### config.mk
export PLATFORM = sky130hd
export DESIGN_NAME = pc_sequencer
export DESIGN_NICKNAME = d
export VERILOG_FILES = /design/src/rtl/pc_sequencer_pkg.sv /design/src/rtl/pc_target_calc.sv /design/src/rtl/pc_next_decide.sv /design/src/rtl/pc_state_reg.sv /design/src/rtl/pc_sequencer.sv
export SDC_FILE = /design/constraint.sdc
export NUM_CORES = 1
export LEC_CHECK = 0
export ABC_AREA = 1
export CORE_ASPECT_RATIO = 1.25
export CORE_MARGIN = 4
export CORE_UTILIZATION = 46
export CTS_BUF_LIST = sky130_fd_sc_hd__clkbuf_8
export DETAILED_ROUTE_END_ITERATION = 6
export MAX_ROUTING_LAYER = met4
export PLACE_DENSITY_LB_ADDON = 0.12
export SLEW_MARGIN = 30
export SYNTH_ARGS = -nofsm -noshare
export SYNTH_HDL_FRONTEND = slang
export SYNTH_SLANG_ARGS = --single-unit
### constraint.sdc
create_clock -name clk -period 3.3 [get_ports clk]
set_input_delay 0.66 -clock clk [delete_from_list [all_inputs] [get_ports clk]]
set_output_delay 0.66 -clock clk [all_outputs]
set_load 0.1 [all_outputs]
### src/rtl/pc_sequencer_pkg.sv
package pc_sequencer_pkg;

   // Opcode values decoded by the sequencer (instruction bits [31:26])
   localparam int OPC_JUMP_CODE = 2;
   localparam int OPC_BEQ_CODE  = 4;
   localparam int OPC_BNE_CODE  = 5;

   // Source of the next fetch address
   typedef enum logic [1:0] {
      NXT_SEQ    = 2'd0,
      NXT_BRANCH = 2'd1,
      NXT_JUMP   = 2'd2,
      NXT_HOLD   = 2'd3
   } nxt_src_e;

endpackage

### src/rtl/pc_target_calc.sv
module pc_target_calc #(
   parameter int XLEN         = 32,
   parameter int IMM_W        = 16,
   parameter int JIDX_W       = 26,
   parameter bit PARALLEL_ADD = 1'b0
) (
   input  logic [XLEN-1:0]   pc,
   input  logic [IMM_W-1:0]  imm,
   input  logic [JIDX_W-1:0] jidx,
   output logic [XLEN-1:0]   pc_plus4,
   output logic [XLEN-1:0]   br_target,
   output logic [XLEN-1:0]   j_target
);

   localparam int             SEXT_W = XLEN - IMM_W;
   localparam int             UP_W   = XLEN - JIDX_W - 2;
   localparam logic [XLEN-1:0] STEP  = XLEN'(4);

   logic [XLEN-1:0] off_words;
   logic [XLEN-1:0] off_bytes;

   if (SEXT_W < 2) begin : g_bad_imm
      $error("pc_target_calc: IMM_W leaves no room for word scaling");
   end
   if (UP_W < 0) begin : g_bad_jidx
      $error("pc_target_calc: JIDX_W too wide for XLEN");
   end

   assign pc_plus4  = pc + STEP;
   assign off_words = {{SEXT_W{imm[IMM_W-1]}}, imm};
   assign off_bytes = off_words << 2;

   // Variant: chained adder after the increment, or an adder tree that
   // folds the constant 4 into the displacement so both adds overlap.
   if (PARALLEL_ADD) begin : g_parallel
      logic [XLEN-1:0] off_plus4;
      assign off_plus4 = off_bytes + STEP;
      assign br_target = pc + off_plus4;
   end else begin : g_chain
      assign br_target = pc_plus4 + off_bytes;
   end

   if (UP_W > 0) begin : g_upper
      assign j_target = {pc_plus4[XLEN-1 -: UP_W], jidx, 2'b00};
   end else begin : g_flat
      assign j_target = {jidx, 2'b00};
   end

   always_comb begin
      AST_BR_TARGET_ALIGNED : assert (br_target[1:0] == 2'b00 || $isunknown(pc));
   end

endmodule

### src/rtl/pc_next_decide.sv
module pc_next_decide
   import pc_sequencer_pkg::*;
#(
   parameter int OPC_W = 6
) (
   input  logic [OPC_W-1:0] opcode,
   input  logic             ops_equal,
   input  logic             jump_sel,
   input  logic             stall,
   output logic             br_taken,
   output nxt_src_e         nxt_src
);

   localparam logic [OPC_W-1:0] OPC_BEQ = OPC_W'(OPC_BEQ_CODE);
   localparam logic [OPC_W-1:0] OPC_BNE = OPC_W'(OPC_BNE_CODE);

   if (OPC_W < 3) begin : g_bad_opc
      $error("pc_next_decide: OPC_W too narrow for the branch opcodes");
   end

   logic is_beq;
   logic is_bne;

   assign is_beq = (opcode == OPC_BEQ);
   assign is_bne = (opcode == OPC_BNE);

   always_comb begin
      br_taken = (is_beq && ops_equal) || (is_bne && !ops_equal);
      if (stall) begin
         nxt_src = NXT_HOLD;
      end else if (jump_sel) begin
         nxt_src = NXT_JUMP;
      end else if (br_taken) begin
         nxt_src = NXT_BRANCH;
      end else begin
         nxt_src = NXT_SEQ;
      end
   end

endmodule

### src/rtl/pc_state_reg.sv
module pc_state_reg
   import pc_sequencer_pkg::*;
#(
   parameter int              XLEN     = 32,
   parameter logic [XLEN-1:0] RESET_PC = XLEN'(32'h0040_0000)
) (
   input  logic            clk,
   input  logic            rst,
   input  nxt_src_e        nxt_src,
   input  logic [XLEN-1:0] pc_plus4,
   input  logic [XLEN-1:0] br_target,
   input  logic [XLEN-1:0] j_target,
   output logic [XLEN-1:0] pc_q
);

   if (RESET_PC[1:0] != 2'b00) begin : g_bad_reset
      $error("pc_state_reg: RESET_PC must be word aligned");
   end

   logic [XLEN-1:0] pc_d;

   always_comb begin
      unique case (nxt_src)
         NXT_JUMP:   pc_d = j_target;
         NXT_BRANCH: pc_d = br_target;
         NXT_HOLD:   pc_d = pc_q;
         default:    pc_d = pc_plus4;
      endcase
   end

   always_ff @(posedge clk) begin
      if (rst) begin
         pc_q <= RESET_PC;
      end else begin
         pc_q <= pc_d;
      end
   end

   AST_RESET_LOAD : assert property (@(posedge clk)
      rst |=> pc_q == RESET_PC);

   AST_STALL_HOLD : assert property (@(posedge clk) disable iff (rst)
      (nxt_src == NXT_HOLD) |=> pc_q == $past(pc_q));

endmodule

### src/rtl/pc_sequencer.sv
module pc_sequencer #(
   parameter int              XLEN         = 32,
   parameter int              INSTR_W      = 32,
   parameter int              OPC_W        = 6,
   parameter int              IMM_W        = 16,
   parameter int              JIDX_W       = 26,
   parameter bit              PARALLEL_ADD = 1'b0,
   parameter logic [XLEN-1:0] RESET_PC     = XLEN'(32'h0040_0000)
) (
   input  logic               clk,
   input  logic               rst,
   input  logic               stall,
   input  logic               jump_sel,
   input  logic               ops_equal,
   input  logic [INSTR_W-1:0] instr,
   output logic [XLEN-1:0]    pc,
   output logic [XLEN-1:0]    branch_target,
   output logic [XLEN-1:0]    jump_target
);

   import pc_sequencer_pkg::*;

   localparam logic [XLEN-1:0] STEP = XLEN'(4);

   if (INSTR_W != OPC_W + JIDX_W) begin : g_bad_fields
      $error("pc_sequencer: opcode and jump index must tile the instruction");
   end
   if (IMM_W > JIDX_W) begin : g_bad_imm
      $error("pc_sequencer: immediate must sit inside the jump index field");
   end

   logic [OPC_W-1:0]  opcode;
   logic [IMM_W-1:0]  imm;
   logic [JIDX_W-1:0] jidx;
   logic [XLEN-1:0]   pc_plus4;
   logic              br_taken;
   nxt_src_e          nxt_src;

   assign opcode = instr[INSTR_W-1 -: OPC_W];
   assign jidx   = instr[JIDX_W-1:0];
   assign imm    = instr[IMM_W-1:0];

   pc_target_calc #(
      .XLEN         (XLEN),
      .IMM_W        (IMM_W),
      .JIDX_W       (JIDX_W),
      .PARALLEL_ADD (PARALLEL_ADD)
   ) u_calc (
      .pc        (pc),
      .imm       (imm),
      .jidx      (jidx),
      .pc_plus4  (pc_plus4),
      .br_target (branch_target),
      .j_target  (jump_target)
   );

   pc_next_decide #(
      .OPC_W (OPC_W)
   ) u_decide (
      .opcode    (opcode),
      .ops_equal (ops_equal),
      .jump_sel  (jump_sel),
      .stall     (stall),
      .br_taken  (br_taken),
      .nxt_src   (nxt_src)
   );

   pc_state_reg #(
      .XLEN     (XLEN),
      .RESET_PC (RESET_PC)
   ) u_reg (
      .clk       (clk),
      .rst       (rst),
      .nxt_src   (nxt_src),
      .pc_plus4  (pc_plus4),
      .br_target (branch_target),
      .j_target  (jump_target),
      .pc_q      (pc)
   );

   AST_SEQ_STEP : assert property (@(posedge clk) disable iff (rst)
      (!stall && !jump_sel && !br_taken) |=> pc == $past(pc) + STEP);

   AST_BRANCH_REDIRECT : assert property (@(posedge clk) disable iff (rst)
      (!stall && !jump_sel && br_taken) |=> pc == $past(branch_target));

   AST_JUMP_REDIRECT : assert property (@(posedge clk) disable iff (rst)
      (!stall && jump_sel) |=> pc == $past(jump_target));

   AST_PC_ALIGNED : assert property (@(posedge clk) disable iff (rst)
      pc[1:0] == 2'b00);

endmodule

==> flow_summary.toml, run 1 <==
[synth]
netlist_instances = 879
synth_mux_area_share_pct = 0
yosys-top-cells-area = "nand2_1 (20%), dfxtp_1 (12%), inv_1 (10%)"
synth_fa_ha_area_share_pct = 9.416
synth_top_area_share_pct = 19.61
synth_area_leader_cell = "nand2_1"
synth-seq-area-share_pct = 12.02
synth_compound_area_share_pct = 14.55
synth_edf_count = 0
synth-xor-area-share_pct = 4.909
synth_most_common_cell = "nand2_1"
async_flop_share_pct = 0
yosys_warnings = 0
synth_area_um2 = 4996
synth.distinct_cells = 41
synthTopCellsByCount = "nand2_1 (261), inv_1 (137), nor2_1 (63)"
synth_top_family_by_area = "simple AND/OR/NAND/NOR gates"
synth-simple-area-share_pct = 42.05
synth_flop_cell = "dfxtp_1"
avgSynthCellArea_um2 = 5.684
synth.ff_latch_count = 30

[clock_tree]
root_buffer = "clkbuf_8"
cts_hold_buf = 0
htree_levels = 2
cts_buffers = 5
cts.sinks = 30
cts_max_path_buffers = 2

[outcome]
status = "did not finish"
stop_stage = "global routing"
error = "[ERROR GRT-0232] Routing congestion too high. Check the congestion heatmap in the GUI."

[grt]
grt.overflow.total = 2
grt_use_total_pct = 60.79
grt_max_degree = 38

[floorplan]
die_w_um = 101.2
io_pins = 133
num_rows = 42
start_util_pct = 47.07
die_y_um = 124.5

[placement]
io_buffer_count = 126
postPlaceCellArea_um2 = 8185
hpwl_um = 16460
gp_congestion = 1.003

[sta]
worst-ep-kind = "top-level output"
grt_repair_worst_endpoint = "branch_target[27]"
routing by layer:
layer  overflow  global-route usage [%]
met1          0                   59.79
met2          1                   81.32
met3          0                   34.40
met4          1                   58.22
met5          -                       -
per-stage QoR:
stage | TNS, ns | hold WS, ns | setup slack (ns) | cells
floorplan | -1.887 | 0.6864 | -0.3064 | 884
global placement | -4.195 | 0.5190 | -0.3985 | 1267
detailed placement | -5.387 | 0.5369 | -0.4467 | 1267
CTS | -5.696 | 0.5752 | -0.4027 | 1310
logic make-up after synthesis:
logic type	after synthesis
buffers and inverters	190
and+or+nand+nor	467
AOI/OAI and AO/OA	126
DFF	30
xor gates and xnor gates	28
adders and majority gates	37
other	1
repair_timing:
| action | 4_1_cts |
|---|---|
| setup endpoints to repair | 26 |
| pin swaps | 89 |
| gates resized for setup | 179 |
| setup buffers | 36 |
| cloned | 0 |
==> inputs of run 2 (changes only) <==
Settings changed: CORE_ASPECT_RATIO 1.25 to unset, CORE_UTILIZATION 46 to 40, CTS_BUF_LIST sky130_fd_sc_hd__clkbuf_8 to unset, MAX_ROUTING_LAYER met4 to unset, PLACE_DENSITY_LB_ADDON 0.12 to 0.15.
Clock period 3.3 ns to 4.3 ns, I/O delays scaled along.
==> run 2 against run 1 <==
The run now ends clean. Synthesized cell count stayed put. Area after synthesis stayed put.
==> flow_summary.toml, run 2 <==
[clock_tree]
root_buffer = "clkbuf_16"
cts_buffers = 5
clk_pin_slew_ns = 0.05
cts_hold_buf = 0
insertion_delay_ns = 0.28
cts_max_path_buffers = 2
htree_levels = 2
cts.sinks = 30
tritoncts = "built"

[critical_path]
cp_data_arrival_time_ns = 3.27
critPathMaxFanout = 5
critical_path_class = "reg -> out"
rrSetupSlack_ns = 1.24
required_ns = 3.44
rr_worst_depth = 21
cp_slowest_cell = "dfxtp_4"
critPathLaunchType = "flop"
reg2reg_from = "u_reg.pc_q[2]"
r2r_end = "u_reg.pc_q[17]"
endpoint_kind = "output pin"
cp_common_cell = "inv_2"
critPathMaxStageDelay_ns = 0.37
crit_chain = "ha_2, nand2_2, inv_2, nand3_2, inv_2, nand2_2, inv_2, nand2_2, inv_2, nand2_1, and2_2, ha_4, nand2_1, nor2_2, inv_1, nor3_4, nand3_2, nand3_1, nand2_1, and2_1, buf_12"

[routing]
drc_errors = 0
first_pass_iters = 5
avgViaCountPerCell = 5.055
drt_iter0_drc = 386
dr_total_vias = 5813
ant_nets = 0
routedWlPerCell_um = 15.53
wirelength_um = 17860

[worst_hold_path]
hold_class = "reg -> reg"
whs_endpoint = "u_reg.pc_q[5]"
whs_path_depth = 2
hold_start = "u_reg.pc_q[5]"

[sta]
maxSlewViolCount = 0
fin_crit_ns = 4.127
worstMarginPinSlew_ns = 0.9869
max_slew_margin_pct = 34.00
fmax_mhz = 242.3
finalSetupViolCount = 0
tns_ns = 0
hold_viol_final = 0
fin_skew_ns = 0.005024
post-route-period-util_pct = 95.98

[floorplan]
num_rows = 40
die_area_um2 = 14340
start_util_pct = 41.25
core-area_um2 = 12110
die_y_um = 119.8
die_w_um = 119.8
io_pins = 133

[final_layout]
regMostFlops = "u_reg.pc_q"
final_cell_mix = "nand2_1 (250), inv_1 (135), clkdlybuf4s50_1 (66), nand3_1 (56)"
top_regs = "u_reg.pc_q (30)"
largest_reg_flops = 30
antenna_cells = 0
layout_commonest_cell = "nand2_1"
fill_cells = 1189
final_area_um2 = 6995
syn2layout_area_growth_pct = 40.02
layout.nets = 1055
ff_latch_area_um2 = 640.6
multi_input_area_um2 = 3897
drive_gt1_share_pct = 21.79

[grt]
grt_max_degree = 38
grt_use_total_pct = 24.27
antenna_found_initial = 0
grt_pass1_wl_um = 27650
first_global_vias = 5189
grt.overflow.total = 0

[power_and_ir_drop]
ir_worst_vdd_mv = 0.2242
p_comb_share_pct = 69.2
p_sw_share_pct = 55.74
p_switching_uw = 1324
intPower_uw = 1052
leakage_uw = 0.003413
seqPwrFrac_pct = 14.2
pwr_density_cell_nw_per_um2 = 339.6
clkPwrFrac_pct = 16.5

[placement]
gp_congestion = 0.9882
io_buffer_count = 126
postPlaceCellArea_um2 = 6553
hpwl_um = 14360

[synth]
yosys-top-cells-area = "nand2_1 (20%), dfxtp_1 (12%), inv_1 (10%)"
netlist_instances = 879
synth.distinct_cells = 41
synth_area_um2 = 4996
async_flop_share_pct = 0
synth-seq-area-share_pct = 12.02
synth_top_area_share_pct = 19.61
synth_area_leader_cell = "nand2_1"
yosys_warnings = 0
synth_edf_count = 0
synth_flop_cell = "dfxtp_1"
synthTopCellsByCount = "nand2_1 (261), inv_1 (137), nor2_1 (63)"
synth_most_common_cell = "nand2_1"
avgSynthCellArea_um2 = 5.684
synth.ff_latch_count = 30

[outcome]
status = "complete, no violations"

[run]
drv_cap = 0
-- run 2: layout make-up --
cell class | instances | area share, %
Inverter | 143 | 7.673
Sequential cell | 30 | 9.158
Timing Repair Buffer | 137 | 22.07
Tap cell | 168 | 3.005
Clock buffer | 8 | 2.379
Multi-Input combinational cell | 664 | 55.71
-- run 2: layer usage --
| layer | routed length [um] | vias up | global-route usage [%] |
|---|---|---|---|
| li1 | - | 2951 | - |
| met1 | 8058 | 2608 | 34.73 |
| met2 | 8059 | 232 | 38.74 |
| met3 | 1420 | 22 | 3.063 |
| met4 | 321 | 0 | 5.870 |
| met5 | 0 | - | 0 |
-- run 2: cell families after synthesis --
| group | synth area share [%] |
|---|---|
| buffers and inverters | 16.98 |
| adder cells (fa/ha/maj) | 9.416 |
| XOR/XNOR | 4.909 |
| other | 0.07506 |
| AO/OA/AOI/OAI | 14.55 |
| flip-flops | 12.02 |
| AND/OR/NAND/NOR | 42.05 |
-- run 2: what timing repair did --
item	CTS	global route
pin swaps	0	9
buffers inserted	0	4
gates resized for setup	2	50
endpoints found under the hold margin	0	0
setup endpoints to repair	2	17
-- run 2: through the flow --
stage | hold WS [ns] | util, % | setup WS (ns) | cells | power [uW]
2_1_floorplan | 0.6962 | - | -0.2376 | 884 | 1479
3_3_place_gp | 0.5149 | 54.10 | 0.1519 | 1138 | 1945
3_5_place_dp | 0.5184 | 54.10 | 0.1103 | 1138 | 1947
4_1_cts | 0.5286 | 55.55 | 0.005573 | 1146 | 2341
5_1_grt | 0.5583 | 57.76 | -0.02906 | 1150 | 2474
6_report | 0.5280 | 57.76 | 0.1728 | 1150 | 2376
-- run 2: how the worst max path moves through the flow --
stage | from | endpoint | slack [ns] | depth (start not counted)
3_3_place_gp | instr[0] | branch_target[28] | 0.15 | 16
2_1_floorplan | u_reg.pc_q[7] | branch_target[30] | -0.24 | 15
4_1_cts | u_reg.pc_q[2] | branch_target[25] | 0.006 | 21
5_1_grt | u_reg.pc_q[2] | branch_target[31] | -0.03 | 21
3_5_place_dp | instr[0] | branch_target[28] | 0.11 | 15
6_report | u_reg.pc_q[2] | branch_target[25] | 0.17 | 21
-- run 2: worst max-delay path, delay by kind of cell (launching register included) --
family / cells / cell delay [ns]
fa+ha+maj: 2 / 0.48
simple gates: 13 / 1.52
buf+inv: 6 / 0.60
flops: 1 / 0.37
-- run 2: power groups by stage --
stage,logic (uW),clock network [uW],registers [uW]
global route,1720,407,342
global placement,1600,0,342
finish,1640,393,339
detailed placement,1600,0,342
CTS,1610,392,337
floorplan,999,0,480
Power figures use the tool's default switching activity.
